**config.mk**
```make
export PLATFORM = sky130hd
export DESIGN_NAME = dram_refresh_seq
export DESIGN_NICKNAME = d
export VERILOG_FILES = /design/src/rtl/rfs_pkg.sv /design/src/rtl/rfs_interval_tmr.sv /design/src/rtl/rfs_owed_ctr.sv /design/src/rtl/rfs_row_ctr.sv /design/src/rtl/rfs_cycle_gen.sv /design/src/rtl/dram_refresh_seq.sv
export SDC_FILE = /design/constraint.sdc
export NUM_CORES = 1
export LEC_CHECK = 0
export BUFFER_PORTS_ARGS = -buffer_cell sky130_fd_sc_hd__buf_2
export CAP_MARGIN = 0
export CORE_MARGIN = 2
export CORE_UTILIZATION = 40
export CTS_CLUSTER_SIZE = 14
export DETAILED_ROUTE_END_ITERATION = 8
export GPL_ROUTABILITY_DRIVEN = 0
export GPL_TIMING_DRIVEN = 0
export PLACE_DENSITY = 0.68
export SLEW_MARGIN = 10
export SYNTH_ARGS = -nofsm -noshare
export SYNTH_HDL_FRONTEND = slang
export SYNTH_HIERARCHICAL = 1
export SYNTH_SLANG_ARGS = --single-unit
```
**constraint.sdc**
```tcl
create_clock -name clk_i -period 3.21 [get_ports clk_i]
set_input_delay 0 -clock clk_i [delete_from_list [all_inputs] [get_ports clk_i]]
set_output_delay 0 -clock clk_i [all_outputs]
set_load 0.05 [all_outputs]
```
**src/rtl/rfs_pkg.sv**
```systemverilog
package rfs_pkg;
  typedef enum logic [1:0] {INIT_PAUSE, INIT_WARM, INIT_RUN} init_e;
  typedef enum logic [1:0] {CYC_IDLE, CYC_SETUP, CYC_ACT, CYC_PRE} cyc_e;
endpackage

```
**src/rtl/rfs_interval_tmr.sv**
```systemverilog
module rfs_interval_tmr #(
  parameter int unsigned INTERVAL_CYC = 780
) (
  input  logic clk_i,
  input  logic rst_ni,
  input  logic en_i,
  output logic tick_o
);
  localparam int unsigned TW = $clog2(INTERVAL_CYC + 1);

  logic [TW-1:0] tmr_q;

  assign tick_o = en_i && (tmr_q == TW'(INTERVAL_CYC - 1));

  always_ff @(posedge clk_i or negedge rst_ni) begin
    if (!rst_ni)            tmr_q <= '0;
    else if (!en_i || tick_o) tmr_q <= '0;
    else                    tmr_q <= tmr_q + 1'b1;
  end

  assert_tick_spacing_R6: assert property (@(posedge clk_i) disable iff (!rst_ni)
    tick_o |=> !tick_o);
endmodule

```
**src/rtl/rfs_owed_ctr.sv**
```systemverilog
module rfs_owed_ctr #(
  parameter int unsigned PEND_MAX = 8
) (
  input  logic clk_i,
  input  logic rst_ni,
  input  logic inc_i,
  input  logic dec_i,
  output logic nz_o,
  output logic full_o
);
  localparam int unsigned OW = $clog2(PEND_MAX + 1);

  logic [OW-1:0] owed_q;

  assign nz_o   = (owed_q != '0);
  assign full_o = (owed_q == OW'(PEND_MAX));

  always_ff @(posedge clk_i or negedge rst_ni) begin
    if (!rst_ni) owed_q <= '0;
    else begin
      unique case ({inc_i, dec_i})
        2'b10:   if (!full_o) owed_q <= owed_q + 1'b1;
        2'b01:   if (nz_o)    owed_q <= owed_q - 1'b1;
        default: ;
      endcase
    end
  end

  assert_no_overflow_R8: assert property (@(posedge clk_i) disable iff (!rst_ni)
    owed_q <= OW'(PEND_MAX));
  assert_saturate_R8: assert property (@(posedge clk_i) disable iff (!rst_ni)
    (full_o && inc_i && !dec_i) |=> full_o);
endmodule

```
**src/rtl/rfs_row_ctr.sv**
```systemverilog
module rfs_row_ctr #(
  parameter int unsigned ROW_W = 9
) (
  input  logic             clk_i,
  input  logic             rst_ni,
  input  logic             adv_i,
  output logic [ROW_W-1:0] row_o
);
  logic [ROW_W-1:0] row_q;

  assign row_o = row_q;

  always_ff @(posedge clk_i or negedge rst_ni) begin
    if (!rst_ni)    row_q <= '0;
    else if (adv_i) row_q <= row_q + 1'b1;
  end

  assert_row_wrap_R9: assert property (@(posedge clk_i) disable iff (!rst_ni)
    (adv_i && (row_q == '1)) |=> (row_q == '0));
endmodule

```
**src/rtl/rfs_cycle_gen.sv**
```systemverilog
module rfs_cycle_gen
  import rfs_pkg::*;
#(
  parameter int unsigned N_CAS       = 4,
  parameter int unsigned SETUP_CYC   = 1,
  parameter int unsigned RAS_LOW_CYC = 3,
  parameter int unsigned PRE_CYC     = 2
) (
  input  logic             clk_i,
  input  logic             rst_ni,
  input  logic             start_i,
  input  logic             ras_only_i,
  output logic             idle_o,
  output logic             done_o,
  output logic             ras_only_o,
  output logic             ras_n_o,
  output logic [N_CAS-1:0] cas_n_o,
  output logic             addr_oe_o
);
  localparam int unsigned M1     = (SETUP_CYC > RAS_LOW_CYC) ? SETUP_CYC : RAS_LOW_CYC;
  localparam int unsigned CNT_MX = (M1 > PRE_CYC) ? M1 : PRE_CYC;
  localparam int unsigned CW     = $clog2(CNT_MX + 1);

  cyc_e          st_q;
  logic [CW-1:0] cnt_q;
  logic          mode_q;
  logic          strobe_ph;

  always_ff @(posedge clk_i or negedge rst_ni) begin
    if (!rst_ni) begin
      st_q   <= CYC_IDLE;
      cnt_q  <= '0;
      mode_q <= 1'b0;
    end else begin
      unique case (st_q)
        CYC_IDLE: if (start_i) begin
          st_q   <= CYC_SETUP;
          cnt_q  <= CW'(SETUP_CYC - 1);
          mode_q <= ras_only_i;
        end
        CYC_SETUP: if (cnt_q == '0) begin
          st_q  <= CYC_ACT;
          cnt_q <= CW'(RAS_LOW_CYC - 1);
        end else cnt_q <= cnt_q - 1'b1;
        CYC_ACT: if (cnt_q == '0) begin
          st_q  <= CYC_PRE;
          cnt_q <= CW'(PRE_CYC - 1);
        end else cnt_q <= cnt_q - 1'b1;
        CYC_PRE: if (cnt_q == '0) st_q <= CYC_IDLE;
                 else cnt_q <= cnt_q - 1'b1;
        default: st_q <= CYC_IDLE;
      endcase
    end
  end

  assign strobe_ph  = (st_q == CYC_SETUP) || (st_q == CYC_ACT);
  assign idle_o     = (st_q == CYC_IDLE);
  assign done_o     = (st_q == CYC_PRE) && (cnt_q == '0);
  assign ras_only_o = mode_q;
  assign ras_n_o    = (st_q != CYC_ACT);
  assign addr_oe_o  = mode_q && strobe_ph;

  for (genvar g = 0; g < N_CAS; g++) begin : g_lane
    assign cas_n_o[g] = !(!mode_q && strobe_ph);
  end

  // pulse-width monitors for the strobe timing checks
  logic [CW-1:0] hi_run_q, lo_run_q;
  always_ff @(posedge clk_i or negedge rst_ni) begin
    if (!rst_ni) begin
      hi_run_q <= CW'(PRE_CYC);
      lo_run_q <= '0;
    end else begin
      if (!ras_n_o)                    hi_run_q <= '0;
      else if (hi_run_q != CW'(PRE_CYC)) hi_run_q <= hi_run_q + 1'b1;
      if (ras_n_o)                     lo_run_q <= '0;
      else if (lo_run_q != CW'(RAS_LOW_CYC)) lo_run_q <= lo_run_q + 1'b1;
    end
  end

  assert_cas_before_ras_R3: assert property (@(posedge clk_i) disable iff (!rst_ni)
    ($fell(ras_n_o) && !mode_q) |-> ((cas_n_o == '0) && ($past(cas_n_o) == '0)));
  assert_ras_width_R3: assert property (@(posedge clk_i) disable iff (!rst_ni)
    $rose(ras_n_o) |-> (lo_run_q == CW'(RAS_LOW_CYC)));
  assert_ras_only_cas_high_R4: assert property (@(posedge clk_i) disable iff (!rst_ni)
    (mode_q && !idle_o) |-> (cas_n_o == '1));
  assert_precharge_R5: assert property (@(posedge clk_i) disable iff (!rst_ni)
    $fell(ras_n_o) |-> (hi_run_q == CW'(PRE_CYC)));
endmodule

```
**src/rtl/dram_refresh_seq.sv**
```systemverilog
module dram_refresh_seq
  import rfs_pkg::*;
#(
  parameter int unsigned PAUSE_CYC    = 10000,
  parameter int unsigned WARM_CYCLES  = 8,
  parameter int unsigned INTERVAL_CYC = 780,
  parameter int unsigned SETUP_CYC    = 1,
  parameter int unsigned RAS_LOW_CYC  = 3,
  parameter int unsigned PRE_CYC      = 2,
  parameter int unsigned PEND_MAX     = 8,
  parameter int unsigned ROW_W        = 9,
  parameter int unsigned N_CAS        = 4
) (
  input  logic             clk_i,
  input  logic             rst_ni,
  input  logic             ras_only_i,
  input  logic             ref_gnt_i,
  output logic             ref_req_o,
  output logic             ref_urgent_o,
  output logic             ready_o,
  output logic             ras_n_o,
  output logic [N_CAS-1:0] cas_n_o,
  output logic [ROW_W-1:0] addr_o,
  output logic             addr_oe_o
);
  localparam int unsigned PW = $clog2(PAUSE_CYC + 1);
  localparam int unsigned WW = $clog2(WARM_CYCLES + 1);

  init_e            init_q;
  logic [PW-1:0]    pause_q;
  logic [WW-1:0]    warm_q;
  logic             gen_start, gen_idle, gen_done, gen_mode;
  logic             tick, owed_nz, owed_full;
  logic [ROW_W-1:0] row;

  assign ready_o   = (init_q == INIT_RUN);
  assign gen_start = gen_idle &&
                     ((init_q == INIT_WARM) || (ready_o && owed_nz && ref_gnt_i));

  always_ff @(posedge clk_i or negedge rst_ni) begin
    if (!rst_ni) begin
      init_q  <= INIT_PAUSE;
      pause_q <= '0;
      warm_q  <= '0;
    end else begin
      unique case (init_q)
        INIT_PAUSE: if (pause_q == PW'(PAUSE_CYC - 1)) init_q <= INIT_WARM;
                    else pause_q <= pause_q + 1'b1;
        INIT_WARM: if (gen_done) begin
          if (warm_q == WW'(WARM_CYCLES - 1)) init_q <= INIT_RUN;
          warm_q <= warm_q + 1'b1;
        end
        default: ;
      endcase
    end
  end

  rfs_interval_tmr #(.INTERVAL_CYC(INTERVAL_CYC)) u_tmr (
    .clk_i, .rst_ni, .en_i(ready_o), .tick_o(tick)
  );

  rfs_owed_ctr #(.PEND_MAX(PEND_MAX)) u_owed (
    .clk_i, .rst_ni, .inc_i(tick), .dec_i(gen_done && ready_o),
    .nz_o(owed_nz), .full_o(owed_full)
  );

  rfs_cycle_gen #(
    .N_CAS(N_CAS), .SETUP_CYC(SETUP_CYC), .RAS_LOW_CYC(RAS_LOW_CYC), .PRE_CYC(PRE_CYC)
  ) u_gen (
    .clk_i, .rst_ni, .start_i(gen_start), .ras_only_i,
    .idle_o(gen_idle), .done_o(gen_done), .ras_only_o(gen_mode),
    .ras_n_o, .cas_n_o, .addr_oe_o
  );

  rfs_row_ctr #(.ROW_W(ROW_W)) u_row (
    .clk_i, .rst_ni, .adv_i(gen_done && gen_mode), .row_o(row)
  );

  assign addr_o       = addr_oe_o ? row : '0;
  assign ref_req_o    = ready_o && (owed_nz || !gen_idle);
  assign ref_urgent_o = owed_full;

  assert_quiet_pause_R1: assert property (@(posedge clk_i) disable iff (!rst_ni)
    (init_q == INIT_PAUSE) |-> (ras_n_o && (cas_n_o == '1) && !addr_oe_o));
  assert_no_req_early_R2: assert property (@(posedge clk_i) disable iff (!rst_ni)
    !ready_o |-> !ref_req_o);
  assert_start_on_grant_R7: assert property (@(posedge clk_i) disable iff (!rst_ni)
    ($past(ready_o) && $past(gen_idle) && !gen_idle) |-> $past(ref_gnt_i));
endmodule

```
==> flow_metrics.env, run 1 <==
export IMPL_outcome="complete, no violations"
export IMPL_grt_pass1_wl_um=8090
export IMPL_finalSetupViolCount=0
export IMPL_synth_main_ff_cell="dfrtp_1"
export IMPL_period_minus_slack_ns=2.76
export IMPL_diodes=0
export IMPL_synthCells=244
export IMPL_grt_antenna_before_repair=0
export IMPL_htree_levels=2
export IMPL_vias_per_cell=5.14
export IMPL_placed_area_um2=2880
export IMPL_initial_core_util_pct=41.6
export IMPL_pre_cts_ws_ns=0.209
export IMPL_grt_start_max_net_pins=49
export IMPL_max_freq_ghz=0.362
export IMPL_io_pin_count=22
export IMPL_slew_headroom_pct=30.7
export IMPL_peakVddDrop_v=0.000252
export IMPL_crit_chain="nor2b_2, inv_1, nor4_2, nand2b_1, xnor2_1, ha_1, nor4b_2, o21ai_0, a21boi_0"
export IMPL_finalCritPeriodShare_pct=86.0
export IMPL_first_pass_iters=6
export IMPL_critPathCaptureType="flop"
export IMPL_antenna_left=0
export IMPL_cpMaxStageDelayCell="nor4_2"
export IMPL_ys_seq_area_share_pct=45.0
export IMPL_critical_path_arrival_ns=2.94
export IMPL_io_buffers=21
export IMPL_synth_cell_types=54
export IMPL_die_y_um=85.7
export IMPL_grt_pass1_vias=1790
export IMPL_grt_overflow=0
export IMPL_die_area_um2=7350
export IMPL_area_growth_pct=12.1
export IMPL_path_buf_inv=1
export IMPL_synth_seq_cells=48
export IMPL_syn_area_per_cell_um2=10.9
export IMPL_skew_ns=0.00607
export IMPL_tightest_slew_ns=1.04
export IMPL_hold_viol_final=0
export IMPL_synth_fp_nets=262
export IMPL_wl_per_cell_um=12.6
export IMPL_synth_cell_area_um2=2670
export IMPL_final_common_cell="dfrtp_1"
export IMPL_cts_tree="built"
export IMPL_async_flop_share_pct=100
export IMPL_num_rows=29
export IMPL_clockBufferDepth=2
export IMPL_crit_family="simple AND/OR/NAND/NOR gates"
export IMPL_fin_area_um2=3000
export IMPL_cts_sinks=48
export IMPL_yosysWarnings=6
export IMPL_crit_type="flop to flop"
export IMPL_cts_buffers=5
export IMPL_dpl_hpwl_um=3190
export IMPL_drc_errors=0
export IMPL_final_cell_mix="dfrtp_1, buf_2, xnor2_1"
export IMPL_critPathMaxStageDelay_ns=0.56
export IMPL_final_util_pct=46.6
export IMPL_worstPathRequired_ns=3.39
export IMPL_cellPowerDensity_nw_per_um2=332
export IMPL_drt_iter0_markers=47
export IMPL_nets=292
export IMPL_p_leak_nw=1.35
export IMPL_cts_root_buf="clkbuf_8"
export IMPL_cp_max_fo=7
export IMPL_rsz0062_at_grt="no"
export IMPL_finalMaxSlewViolations=0
export IMPL_core_area_um2=6420
export IMPL_hp_class="input pin to flop"
export IMPL_final_layout_size_suffix_gt1_share_pct=22.2
export IMPL_setup_worst_path_start_class="flop"
export IMPL_finalPower_mw=0.993
export IMPL_routed_wl_um=4430
export IMPL_path_clk_slew_ns=0.09
export IMPL_vias=1810
export IMPL_die_w_um=85.7
export IMPL_clock_latency_ns=0.30
export IMPL_grtUsageTotal_pct=13.6
export IMPL_drv_cap=0
export IMPL_timing_setup_tns_ns=0
export IMPL_synth_edf_count=0
export IMPL_setup_ws_ns=0.448
==> routing by layer <==
metal / GRT usage, % / wire length [µm] / vias up / part of all wire (%)
met5: 0 / 0 / - / 0
met4: 3.46 / 39 / 0 / 0.88
met3: 3.18 / 119 / 5 / 2.7
met2: 21.7 / 2050 / 17 / 46
met1: 18.8 / 2220 / 867 / 50
li1: - / - / 921 / -
==> sequential cells by signal, indices dropped and copies added (netlist names) <==
| register | count |
|---|---|
| u_row/row_o | 9 |
| init_q | 2 |
| u_owed/owed_q | 4 |
| warm_q | 4 |
| u_gen/st_q | 2 |
| u_gen/cnt_q | 2 |
| u_gen/ras_only_o | 1 |
| u_tmr/tmr_q | 10 |
| pause_q | 14 |
==> stage by stage <==
stage               hold WS [ns]  std cells
floorplan                 -0.296        244
global placement           0.245        342
detailed placement         0.248        342
CTS                        0.228        352
global route               0.272        352
finish                     0.234        352
==> what timing repair did <==
action,in CTS,in global routing
setup buffers,0,0
gates resized for setup,0,1
hold endpoints to repair,49,0
endpoints found under the setup margin,0,1
hold buffers,2,0
==> cell usage after synthesis (all sizes together), types with 2 or more instances <==
| cell type | n | area (µm²) |
|---|---|---|
| o21bai | 2 | 15.0 |
| mux2i | 2 | 20.0 |
| nand4 | 7 | 50.1 |
| a21oi | 10 | 50.1 |
| xor2 | 9 | 78.8 |
| nand4b | 2 | 17.5 |
| and2 | 13 | 83.8 |
| and3 | 5 | 40.0 |
| nor2 | 10 | 37.5 |
| o21ai | 7 | 38.8 |
| o31ai | 3 | 36.3 |
| nor3 | 7 | 46.3 |
| dfrtp | 48 | 1200 |
| nor4 | 3 | 25.0 |
| xnor2 | 18 | 158 |
| nand2b | 7 | 53.8 |
| inv | 13 | 48.8 |
| mux2 | 7 | 93.8 |
| nand2 | 12 | 45.0 |
| a21boi | 3 | 22.5 |
| and4 | 3 | 30.0 |
| or3 | 4 | 25.0 |
| a31oi | 2 | 12.5 |
| buf | 4 | 33.8 |
| nor4b | 3 | 53.8 |
| ha | 14 | 175 |
| nand3 | 14 | 70.1 |
==> final cells by class <==
type                       count  area, µm²
multi-input combinational    179       1400
clock inverter                 1       7.51
clock buffer                   7       86.3
fill                         594       3430
timing repair buffer          23        125
tap                           77       96.3
buffer                         4       33.8
inverter                      13       48.8
sequential                    48       1200
==> worst reg2reg max path, stage by stage, from the launching register on <==
cell and delay (ns):
dfrtp_1 0.47, nor2b_2 0.38, inv_1 0.12, nor4_2 0.56, nand2b_1 0.29, xnor2_1 0.10
ha_1 0.21, nor4b_2 0.26, o21ai_0 0.12, a21boi_0 0.13
==> final timing paths <==
kind / from / end / slack (ns) / cells past startpoint
setup / recovery: init_q[1] / u_owed/owed_q[2] / 0.45 / 9
hold / removal: ref_gnt_i / u_gen/ras_only_o / 0.23 / 5
setup reg to reg: init_q[1] / u_owed/owed_q[2] / 0.45 / 9
hold reg to reg: u_row/row_o[8] / u_row/row_o[8] / 0.47 / 1
max in group asynchronous: rst_ni / u_gen/st_q[0] / 2.15 / 2
min in group asynchronous: rst_ni / pause_q[9] / 0.42 / 2
==> where the power goes <==
part / switching (mW) / internal (mW)
clock: 0.199 / 0.175
combinational: 0.0120 / 0.00287
sequential: 0 / 0.604
==> kinds of logic (layout without fill, tap and decap cells) <==
logic type                 after synthesis  after routing  synth area share, %
AOI/OAI and AO/OA                       32             32                 8.38
adders and majority gates               14             14                 6.56
and+or+nand+nor                         97             97                 23.9
buffers and inverters                   17             48                 3.09
xor gates and xnor gates                27             27                 8.85
muxes                                    9              9                 4.26
DFF                                     48             48                 45.0
Power figures use the tool's default switching activity.
==> inputs of run 2 (changes only) <==
REMOVE_ABC_BUFFERS = 1   (was not set)
==> run 2 against run 1 <==
  * The flow now finishes with violations (design-rule violations)
  * Clock power increased by 18%
  * Critical path depth unchanged
  * Combinational power about the same
  * Critical path type unchanged
==> flow_metrics.env, run 2 (synthesis results as in run 1) <==
export IMPL_antenna_left=0
export IMPL_vias=1823
export IMPL_routed_wl_um=4530
export IMPL_grt_overflow=0
export IMPL_cp_max_fo=7
export IMPL_outcome="finished, violations left"
export IMPL_initial_core_util_pct=41.6
export IMPL_wl_per_cell_um=13.0
export IMPL_hp_class="input pin to flop"
export IMPL_grt_pass1_wl_um=7840
export IMPL_critPathCaptureType="flop"
export IMPL_grt_start_max_net_pins=49
export IMPL_setup_worst_path_start_class="flop"
export IMPL_grt_pass1_vias=1724
export IMPL_area_growth_pct=11.7
export IMPL_first_pass_iters=6
export IMPL_path_clk_slew_ns=0.09
export IMPL_die_area_um2=7350
export IMPL_worstPathRequired_ns=3.39
export IMPL_io_buffers=21
export IMPL_crit_start="init_q[1]"
export IMPL_cts_sinks=48
export IMPL_crit_type="flop to flop"
export IMPL_cts_root_buf="clkbuf_8"
export IMPL_final_layout_size_suffix_gt1_share_pct=21.4
export IMPL_clock_latency_ns=0.30
export IMPL_largest_register_ffs=14
export IMPL_worstHoldStart="ref_gnt_i"
export IMPL_timing_setup_tns_ns=0
export IMPL_diodes=0
export IMPL_vias_per_cell=5.24
export IMPL_drv_cap=0
export IMPL_num_rows=29
export IMPL_regToRegStartpoint="init_q[1]"
export IMPL_skew_ns=0.0104
export IMPL_final_util_pct=46.5
export IMPL_rsz0062_at_grt="no"
export IMPL_core_area_um2=6420
export IMPL_fillers=609
export IMPL_cts_buffers=5
export IMPL_postCtsSetupRepairBufs=0
export IMPL_finalCritPeriodShare_pct=86.7
export IMPL_grt_antenna_before_repair=0
export IMPL_io_pin_count=22
export IMPL_tightest_slew_ns=1.06
export IMPL_htree_levels=2
export IMPL_drc_errors=2
export IMPL_holdWs_ns=0.242
export IMPL_dpl_hpwl_um=3230
export IMPL_hold_viol_final=0
export IMPL_cpMaxStageDelayCell="nor4_2"
export IMPL_period_minus_slack_ns=2.78
export IMPL_finalSetupViolCount=0
export IMPL_die_y_um=85.7
export IMPL_peakVddDrop_v=0.000132
export IMPL_p_leak_nw=1.35
export IMPL_largest_register="pause_q"
export IMPL_grtUsageTotal_pct=13.3
export IMPL_violations="design-rule violations"
export IMPL_final_cell_mix="dfrtp_1, buf_2, xnor2_1"
export IMPL_slew_headroom_pct=29.3
export IMPL_crit_chain="nor2b_2, inv_1, nor4_2, nand2b_1, xnor2_1, ha_1, nor4b_2, o21ai_0, a21boi_0"
export IMPL_drt_iter0_markers=116
export IMPL_critical_path_arrival_ns=2.96
export IMPL_max_freq_ghz=0.359
export IMPL_finalMaxSlewViolations=0
export IMPL_clockBufferDepth=2
export IMPL_die_w_um=85.7
export IMPL_cts_tree="built"
export IMPL_final_common_cell="dfrtp_1"
export IMPL_cellPowerDensity_nw_per_um2=355
export IMPL_nets=288
export IMPL_critPathMaxStageDelay_ns=0.58
[run 2: layer usage]
metal / global-route usage (%) / routed length [µm] / part of all wire [%]
met2: 22.0 / 2170 / 48
met4: 4.76 / 56 / 1.2
met3: 2.89 / 116 / 2.6
met5: 0 / 0 / 0
met1: 17.3 / 2180 / 48
[run 2: per-stage QoR]
step | cells | worst slack [ns] | instance area (µm²) | total power, mW
finish | 348 | 0.426 | 2980 | 1.06
CTS | 348 | 0.220 | 2980 | 1.08
detailed placement | 338 | -0.00415 | 2840 | 0.631
floorplan | 240 | -0.190 | 2640 | 0.616
global placement | 338 | 0.0545 | 2840 | 0.630
global route | 348 | 0.140 | 2980 | 1.11
[run 2: repair_timing]
item / 4_1_cts / 5_1_grt
hold buffers: 2 / 0
setup endpoints to repair: 1 / 1
endpoints found under the hold margin: 49 / 0
gates cloned: 0 / 0
resized for setup: 1 / 1
[run 2: worst paths after layout]
check / to / slack (ns) / depth (start not counted)
worst max register to register: u_owed/owed_q[2] / 0.43 / 9
worst max-delay path: u_owed/owed_q[2] / 0.43 / 9
max in group asynchronous: u_tmr/tmr_q[2] / 2.13 / 2
worst min register to register: warm_q[3] / 0.47 / 1
min in group asynchronous: pause_q[12] / 0.43 / 2
worst min-delay path: u_gen/ras_only_o / 0.24 / 5
[run 2: where the power goes]
group	switching, mW	internal, mW	leakage, nW
clock	0.207	0.235	0.0583
sequential	0	0.604	0.656
combinational	0.0120	0.00285	0.631
total	0.218	0.842	1.35
[run 2: final cells by class]
class	instances	area [µm²]	share of cell area (%)
clock buffer	5	68.8	2.31
timing repair buffer	23	125	4.19
sequential	48	1200	40.3
tap	77	96.3	3.23
inverter	13	48.8	1.64
clock inverter	3	47.5	1.59
multi-input combinational	179	1400	46.8
[run 2: critical path, delay by kind of cell, from the launching register on]
family | cells | cell delay [ns]
and+or+nand+nor | 4 | 1.50
DFF | 1 | 0.48
adders and majority gates | 1 | 0.21
xor gates and xnor gates | 1 | 0.09
buffers and inverters | 1 | 0.12
AOI/OAI and AO/OA | 2 | 0.26
==> inputs of run 3 (changes only) <==
SLEW_MARGIN = 0   (was 10)
clock period = 3.02 ns   (was 3.21 ns; I/O delays follow)
==> run 3 against run 2 <==
  * The run still ends with design-rule violations left
  * Sequential cell count did not move
  * Die area unchanged
  * Core utilization is 0.14 points higher
  * Clock skew about the same
  * Sequential share of layout area is 0.12 points lower
  * Largest power group unchanged
==> flow_metrics.env, run 3 (synthesis results as in run 1) <==
export IMPL_io_pin_count=22
export IMPL_critPathCaptureType="flop"
export IMPL_drv_cap=0
export IMPL_fin_area_um2=2990
export IMPL_finalPower_mw=1.13
export IMPL_path_clk_slew_ns=0.08
export IMPL_die_y_um=85.7
export IMPL_wl_per_cell_um=13.0
export IMPL_p_leak_nw=1.36
export IMPL_htree_levels=2
export IMPL_crit_chain="nor2b_2, inv_1, nor4_4, nand2b_1, xnor2_1, ha_1, nor4b_2, o21ai_0, a21boi_0"
export IMPL_rsz0062_at_grt="no"
export IMPL_path_buf_inv=1
export IMPL_holdWs_ns=0.240
export IMPL_crit_type="flop to flop"
export IMPL_diodes=0
export IMPL_final_common_cell="dfrtp_1"
export IMPL_cts_root_buf="clkbuf_8"
export IMPL_first_pass_iters=6
export IMPL_critical_path_arrival_ns=2.84
export IMPL_tightest_slew_ns=1.06
export IMPL_clockBufferDepth=2
export IMPL_core_area_um2=6420
export IMPL_final_util_pct=46.6
export IMPL_final_cell_mix="dfrtp_1, buf_2, xnor2_1"
export IMPL_postCtsSetupRepairBufs=0
export IMPL_peakVddDrop_v=0.000141
export IMPL_cts_buffers=5
export IMPL_final_layout_size_suffix_gt1_share_pct=21.4
export IMPL_max_freq_ghz=0.375
export IMPL_vias=1824
export IMPL_outcome="finished, violations left"
export IMPL_cpMaxStageDelayCell="dfrtp_1"
export IMPL_finalMaxSlewViolations=0
export IMPL_cts_tree="built"
export IMPL_placed_area_um2=2840
export IMPL_violations="design-rule violations"
export IMPL_grt_pass1_vias=1724
export IMPL_grt_start_max_net_pins=49
export IMPL_setup_worst_path_start_class="flop"
export IMPL_largest_register="pause_q"
export IMPL_critPathMaxStageDelay_ns=0.48
export IMPL_cp_max_fo=7
export IMPL_drc_errors=2
export IMPL_grtUsageTotal_pct=13.3
export IMPL_period_minus_slack_ns=2.66
export IMPL_grt_pass1_wl_um=7840
export IMPL_antenna_left=0
export IMPL_hp_class="input pin to flop"
export IMPL_routed_wl_um=4520
export IMPL_cellPowerDensity_nw_per_um2=376
export IMPL_vias_per_cell=5.24
export IMPL_fillers=607
export IMPL_finalCritPeriodShare_pct=88.2
export IMPL_nets=288
export IMPL_num_rows=29
export IMPL_area_growth_pct=12.0
export IMPL_pre_cts_ws_ns=-0.194
export IMPL_grt_overflow=0
export IMPL_hold_viol_final=0
export IMPL_grt_antenna_before_repair=0
export IMPL_setup_ws_ns=0.356
export IMPL_cts_sinks=48
export IMPL_finalSetupViolCount=0
export IMPL_slew_headroom_pct=29.5
export IMPL_r2r_slack_ns=0.36
export IMPL_dpl_hpwl_um=3230
export IMPL_io_buffers=21
export IMPL_crit_family="simple AND/OR/NAND/NOR gates"
export IMPL_initial_core_util_pct=41.6
export IMPL_largest_register_ffs=14
export IMPL_die_area_um2=7350
export IMPL_clock_latency_ns=0.30
export IMPL_die_w_um=85.7
export IMPL_skew_ns=0.0104
export IMPL_drt_iter0_markers=123
export IMPL_worstPathRequired_ns=3.20
==> run 3: cell counts in the layout (fill, tap and decap cells not counted) <==
No cell type changed its count.
==> run 3: per-stage QoR <==
| stage | setup TNS [ns] | std cells |
|---|---|---|
| after floorplan | -0.588 | 240 |
| after global placement | -0.136 | 338 |
| after detailed placement | -0.194 | 338 |
| after CTS | 0 | 348 |
| after global routing | 0 | 348 |
| final | 0 | 348 |
==> run 3: final timing paths <==
| path | startpoint | to | cells past startpoint |
|---|---|---|---|
| hold / removal | ref_gnt_i | u_gen/ras_only_o | 5 |
| min in group asynchronous | rst_ni | pause_q[12] | 2 |
| hold reg to reg | warm_q[3] | warm_q[3] | 1 |
| setup reg to reg | init_q[1] | u_owed/owed_q[2] | 9 |
| max in group asynchronous | rst_ni | u_tmr/tmr_q[2] | 2 |
| setup / recovery | init_q[1] | u_owed/owed_q[2] | 9 |
==> run 3: final cells by class <==
class	count	area, µm²	share of cell area, %
clock inverters	3	47.5	1.59
repair buffers	23	125	4.18
clock buffers	5	68.8	2.30
multi-input cells	179	1410	46.9
flip-flops and latches	48	1200	40.1
inverters	13	48.8	1.63
well taps	77	96.3	3.22
==> run 3: where the power goes <==
| part | switching (mW) | leakage (nW) | internal, mW |
|---|---|---|---|
| Sequential | 0 | 0.656 | 0.642 |
| Combinational | 0.0127 | 0.648 | 0.00303 |
| Clock | 0.219 | 0.0583 | 0.249 |
==> run 3: worst register-to-register path, stage by stage, from the launching register on <==
cell	delay, ns
dfrtp_1	0.48
nor2b_2	0.38
inv_1	0.15
nor4_4	0.45
nand2b_1	0.27
xnor2_1	0.09
ha_1	0.21
nor4b_2	0.25
o21ai_0	0.12
a21boi_0	0.14
==> run 3: what timing repair did <==
item / 4_1_cts / 5_1_grt
cloned: 0 / 0
hold endpoints to repair: 49 / 0
pin swaps: 0 / 0
gates resized for setup: 1 / 2
hold buffers: 2 / 0
endpoints found under the setup margin: 1 / 1
==> run 3: routing by layer <==
metal	share of wire [%]	wire length, µm	vias up	GRT usage, %
met1	48	2170	885	17.3
met2	48	2180	20	22.0
met4	1.2	56	0	4.76
li1	-	-	914	-
met3	2.5	114	5	2.89
met5	0	0	-	0
